===== src/rtl/wmask_regbank.sv =====
`timescale 1ns/1ps
module wmask_regbank #(
  parameter int DATA_W    = 16,
  parameter int ADDR_W    = 8,
  parameter int NUM_CTRL  = 7,
  parameter int STAT_WORD = 8,
  parameter int CAL_BIT   = 6,
  parameter int DLL_BIT   = 5,
  parameter int PHY_REG   = 6,
  parameter int PWR_BIT   = 0,
  parameter int DLLEN_BIT = 1
) (
  input  logic                       clk,
  input  logic                       rst_n,
  input  logic [ADDR_W-1:0]          addr,
  input  logic [2*DATA_W-1:0]        wdata,
  input  logic                       wr_en,
  input  logic                       rd_en,
  output logic [2*DATA_W-1:0]        rdata,
  input  logic                       cal_done_i,
  input  logic                       dll_rdy_i,
  output logic [NUM_CTRL*DATA_W-1:0] ctrl_o,
  output logic                       pwr_on_o,
  output logic                       dll_en_o
);
  localparam int BUS_W = 2 * DATA_W;
  localparam int IDX_W = ADDR_W - 2;

  logic [DATA_W-1:0] regs [NUM_CTRL];
  logic [IDX_W-1:0]  word_idx;
  logic              aligned, ctrl_hit, stat_hit;
  logic [DATA_W-1:0] wmask, wbits;
  logic [DATA_W-1:0] rd_val;

  assign word_idx = addr[ADDR_W-1:2];
  assign aligned  = (addr[1:0] == 2'b00);
  assign ctrl_hit = aligned && (word_idx < IDX_W'(NUM_CTRL));
  assign stat_hit = aligned && (word_idx == IDX_W'(STAT_WORD));
  assign wmask    = wdata[BUS_W-1:DATA_W];
  assign wbits    = wdata[DATA_W-1:0];

  for (genvar i = 0; i < NUM_CTRL; i++) begin : g_reg
    logic sel;
    assign sel = wr_en && ctrl_hit && (word_idx == IDX_W'(i));
    always_ff @(posedge clk or negedge rst_n) begin
      if (!rst_n)   regs[i] <= '0;
      else if (sel) regs[i] <= (regs[i] & ~wmask) | (wbits & wmask);
    end
    assign ctrl_o[i*DATA_W +: DATA_W] = regs[i];
  end

  always_comb begin
    rd_val = '0;
    if (ctrl_hit) begin
      for (int i = 0; i < NUM_CTRL; i++)
        if (word_idx == IDX_W'(i)) rd_val = regs[i];
    end else if (stat_hit) begin
      rd_val[CAL_BIT] = cal_done_i;
      rd_val[DLL_BIT] = dll_rdy_i;
    end
  end

  always_ff @(posedge clk or negedge rst_n) begin
    if (!rst_n)     rdata <= '0;
    else if (rd_en) rdata <= {{DATA_W{1'b0}}, rd_val};
  end

  assign pwr_on_o = regs[PHY_REG][PWR_BIT];
  assign dll_en_o = regs[PHY_REG][DLLEN_BIT];
endmodule


===== config.mk =====
export PLATFORM = sky130hd
export DESIGN_NAME = wmask_regbank
export DESIGN_NICKNAME = d
export VERILOG_FILES = /design/src/rtl/wmask_regbank.sv
export SDC_FILE = /design/constraint.sdc
export NUM_CORES = 1
export LEC_CHECK = 0
export ABC_AREA = 1
export BUFFER_PORTS_ARGS = -buffer_cell sky130_fd_sc_hd__buf_2
export CORE_MARGIN = 3
export CORE_UTILIZATION = 40
export CTS_BUF_LIST = sky130_fd_sc_hd__clkbuf_4 sky130_fd_sc_hd__clkbuf_8 sky130_fd_sc_hd__clkbuf_16
export CTS_CLUSTER_SIZE = 12
export DETAILED_ROUTE_END_ITERATION = 8
export GPL_TIMING_DRIVEN = 1
export PLACE_DENSITY = 0.65
export SLEW_MARGIN = 20
export SYNTH_ARGS = -nofsm -noshare
export SYNTH_HDL_FRONTEND = slang
export SYNTH_SLANG_ARGS = --single-unit

===== constraint.sdc =====
create_clock -name clk -period 1.3 [get_ports clk]
set_clock_uncertainty 0.15 [all_clocks]
set_input_delay 0.13 -clock clk [delete_from_list [all_inputs] [get_ports clk]]
set_output_delay 0.13 -clock clk [all_outputs]
set_load 0.02 [all_outputs]

=== After elaboration in Yosys (flattened, before gate mapping) ===
Cells that the tools add are included.

* $add $sub $neg: 0
* $mul: 0
* Div/mod/pow operators: 0
* Magnitude comparators: 1
* Equality and inequality tests: 7
* Shift operators: 0
* Multiplexer cells: 11
* Bitwise operators: 16
* Reduce and logical (&&, ||, !) cells: 12

{| class="wikitable"
|+ Operator list
! kind !! number
|-
| $and A16 B16 Y16 || 8
|-
| $mux W16 || 7
|-
| $or A16 B16 Y16 || 7
|-
| $eq A6 B3 Y1 const B || 3
|-
| $not A16 Y16 || 1
|-
| $eq A6 B2 Y1 const B || 2
|-
| $logic_and A1 B1 Y1 || 10
|-
| $mux W9 || 1
|-
| $eq A6 B1 Y1 const B || 1
|-
| $eq A6 B4 Y1 const B || 1
|-
| $logic_not A6 Y1 || 1
|-
| $lt A6 B3 Y1 const B || 1
|-
| $mux W5 || 1
|-
| $mux W2 || 2
|-
| $logic_not A2 Y1 || 1
|}

* Register bits: 128
* Bits in latches: 0
* Bits in writable memories: 0
* Bits in read-only memories: 0
* Input bits: 46
* Output and inout port bits: 146
* Logic and storage cells: 55
* Memories kept: 0

=== Logic depth before layout (Yosys ltp) ===
* Word-level depth: 9
* Depth in mapped cells: 11
* Gate-level depth less buffers: 10

=== Worst setup path after synthesis ===
OpenSTA, ideal clock, no wires.

* Kind: input-to-reg
* From: in addr[4]
* To: reg rdata[12]
* Setup time: 66 ps
* Arrival time: 1,314 ps
* Required time: 1,084 ps
* Setup slack: -229 ps
* Stages on the path: 10
* Path buffers: 1
* Cells stage by stage: nor2_1 nand2_4 nor2_1 buf_4 nand2_1 nand2_1 a21oi_1 nand4_1 nand2_1 nand2_1

* Word-level cells in the longest chain between the ends: 9
* Elaborated cells on any way between the ends: 17
* Those cells by class: order compare (1); eq/ne (6); mux (8); reduce/logical (2)

{| class="wikitable"
|+ Ends and longest elaborated chain
! what !! line !! text
|-
| start: declaration || 15 || <nowiki>input logic [ADDR_W-1:0] addr,</nowiki>
|-
| $logic_not A6 Y1 || 56 || <nowiki>if (word_idx == IDX_W'(i)) rd_val = regs[i];</nowiki>
|-
| $mux W16 (7 in series) || 56 ||
|-
| $mux W9 (*) || 54 || <nowiki>if (ctrl_hit) begin</nowiki>
|-
| end signal: assignment || 65 || <nowiki>else if (rd_en) rdata <= {{DATA_W{1'b0}}, rd_val};</nowiki>
|-
| end: declaration || 19 || <nowiki>output logic [2*DATA_W-1:0] rdata,</nowiki>
|}

Mark *: on every way between the ends. The rest lies on a longest branch, timed or not.
A chain may end at the register's enable or synchronous reset.

==> impl_metrics.env <==
export IMPL_outcome="finished, violations left"
export IMPL_violations="negative setup slack"
export IMPL_diodes=0
export IMPL_worstHoldPathType="in2reg"
export IMPL_synthToLayoutAreaGrowth_pct=54.5
export IMPL_dp_hpwl_um=14700
export IMPL_clkTransAtPathRegs_ns=0.05
export IMPL_intPower_mw=6.76
export IMPL_antenna_left=0
export IMPL_ys_seq_area_share_pct=52.2
export IMPL_cts_made_buffers=17
export IMPL_clock_tree_buffer_depth=2
export IMPL_ys_ff_latch=128
export IMPL_die_h_um=130
export IMPL_p_leak_nw=4.94
export IMPL_initial_core_util_pct=41.6
export IMPL_fin_cells=1292
export IMPL_pin_count=192
export IMPL_synth_top_area_cell="dfrtp_1"
export IMPL_drt_initial_drc_count=559
export IMPL_dr_total_vias=6669
export IMPL_grt_max_degree=66
export IMPL_drive_gt1_share_pct=35.9
export IMPL_synthArstFlopShare_pct=100
export IMPL_ir_drop_mv=0.884
export IMPL_synth_commonest_cells="351 x nand2_1, 128 x dfrtp_1, 75 x o21ai_0, 50 x nor2_1, 37 x o21ai_1"
export IMPL_fillers=1237
export IMPL_fin_ws_ns=-0.0386
export IMPL_num_nets_final=1148
export IMPL_finalCriticalPeriod_ns=1.34
export IMPL_max_cap_viol_count=0
export IMPL_grt_use_total_pct=25.9
export IMPL_pwr_share_clk_pct=46.8
export IMPL_cp_end_kind="output port"
export IMPL_required_ns=1.02
export IMPL_synth_edf_count=0
export IMPL_power_density_nw_per_um2=932
export IMPL_routed_wl_um=22200
export IMPL_synth_area_leaders="dfrtp_1 52%, nand2_1 21%, o21ai_0 6.1%"
export IMPL_max_stage_delay_ns=0.39
export IMPL_syn_inst=780
export IMPL_root_buffer="clkbuf_16"
export IMPL_finalSetupViolations=2
export IMPL_grt_pass1_vias=6187
export IMPL_cp_max_fo=2
export IMPL_power_switching_mw=2.09
export IMPL_wl_per_cell_um=17.1
export IMPL_crit_path_start_kind="flip-flop"
export IMPL_drt_pass1_iterations=5
export IMPL_critical_path_class="reg2out"
export IMPL_whs_ns=0.0388
export IMPL_ys_types=25
export IMPL_worstPathArrival_ns=1.06
export IMPL_slew_viol_final=0
export IMPL_cp_cell_sequence="buf_6 > buf_6"
export IMPL_pwr_share_seq_pct=45.5
export IMPL_dp_cells=1173
export IMPL_grt_pass1_wl_um=33300
export IMPL_setup_tns_ns=-0.0734
export IMPL_core_um2=14800
export IMPL_die_w_um=130
export IMPL_grt_ovfl_total=0
export IMPL_cts_tree="done"
export IMPL_synthFlopType="dfrtp_1"
export IMPL_synth_avg_cell_area_um2=7.87
export IMPL_viasPerCell=5.16
export IMPL_multi_input_area_um2=2900
export IMPL_portBuffers=175
export IMPL_antenna_found_initial=0
export IMPL_clock_sinks=128
export IMPL_yosysMostFrequentCell="nand2_1"
export IMPL_synth_top_area_share_pct=52.2
export IMPL_gp_congestion=0.814
export IMPL_placementRows=44
export IMPL_final_seq_area_um2=3200
export IMPL_period_share_pct=103
export IMPL_drc=0
export IMPL_htree_levels=4
export IMPL_yosysWarnings=0
export IMPL_clock_latency_ns=0.42
export IMPL_power_frac_comb_pct=7.7
export IMPL_fmax_ghz=0.747
export IMPL_cpMostUsedCell="buf_6"
export IMPL_hold_violations=0
export IMPL_cp_slowest_cell="dfrtp_1"
export IMPL_swShare_pct=23.6
export IMPL_syn_cell_area_um2=6140
export IMPL_die_area_um2=16900
export IMPL_rsz0062_at_grt="true"
-- cells in the final DEF, fill, tap and decap left out, types with 3 or more instances in the layout --
cell,synthesis,layout
nand2_1,351,296
buf_2,2,130
dfrtp_1,128,127
buf_4,23,99
o21ai_1,37,69
nand2_2,0,47
nor2_1,50,42
o21ai_0,75,40
dlygate4sd3_1,0,38
buf_6,4,38
inv_1,31,29
a21oi_1,29,27
nand4_1,18,18
clkbuf_16,0,18
conb_1,1,16
buf_12,0,15
nor2_4,6,11
nand2_4,2,8
nor2_2,1,4
nand3_1,5,4
clkbuf_4,0,4
nor3_4,3,3
inv_2,1,3
o22ai_1,3,3
o21ai_2,0,3
clkinv_2,0,3
-- final cells by class --
| cell class | count | share of cell area [%] |
|---|---|---|
| clock buffers | 22 | 5.01 |
| clock inverters | 3 | 0.158 |
| inverters | 32 | 1.27 |
| multi-input cells | 600 | 30.5 |
| flip-flops and latches | 128 | 33.8 |
| well taps | 184 | 2.43 |
| repair buffers | 323 | 26.9 |
-- worst max-delay path, delay by kind of cell (launching register included) --
kind | cells | cell delay (ns)
buffers and inverters | 2 | 0.25
flip-flops | 1 | 0.39
-- cells by family after synthesis --
| logic type | Yosys count | share of synthesized area, % |
|---|---|---|
| compound gates | 145 | 12.1 |
| buf+inv | 67 | 6.03 |
| flops | 128 | 52.2 |
| other cells | 1 | 0.0611 |
| simple gates | 439 | 29.7 |
-- per-layer routing --
layer  track usage [%]  routed length, µm
met1              35.1               9350
met5                 0                  0
met3              6.84               1730
met4              9.96                656
met2              40.1              10400
-- through the flow --
stage               power (mW)  area, µm²  util [%]  setup slack, ns
floorplan                 4.31       6270         -           -0.215
global placement          4.62       7710      52.3           -0.394
detailed placement        4.62       7710      52.3           -0.404
CTS                       8.82       8660      58.7          -0.0487
global route              9.16       9490      64.3          -0.0727
finish                    8.85       9490      64.3          -0.0386
-- worst paths after layout --
| kind | from | to | slack [ns] | cells after the start |
|---|---|---|---|---|
| setup / recovery | flip-flop | ctrl_o[31] | -0.04 | 2 |
| setup reg to reg | flip-flop | rdata[12] | 0.05 | 7 |
| min in group asynchronous | rst_n | asynchronous set/reset pin | 0.12 | 3 |
| hold reg to reg | rdata[14] | rdata[14] | 0.32 | 2 |
| hold / removal | addr[6] | rdata[5] | 0.04 | 6 |
| max in group asynchronous | rst_n | asynchronous set/reset pin | 0.57 | 3 |
-- power by group through the flow --
stage / logic (mW) / clock network, mW / registers [mW]
6_report: 0.681 / 4.15 / 4.02
5_1_grt: 0.746 / 4.40 / 4.02
3_5_place_dp: 0.531 / 0 / 4.09
3_3_place_gp: 0.530 / 0 / 4.09
4_1_cts: 0.622 / 4.17 / 4.02
2_1_floorplan: 0.198 / 0 / 4.11
-- what timing repair did --
action,CTS,global route
pin swaps,0,8
endpoints found under the setup margin,9,166
setup buffers,7,48
endpoints found under the hold margin,242,0
resized for setup,8,163
cloned,0,1
hold buffers,38,0
No activity file was read; power rests on OpenSTA's default activity.
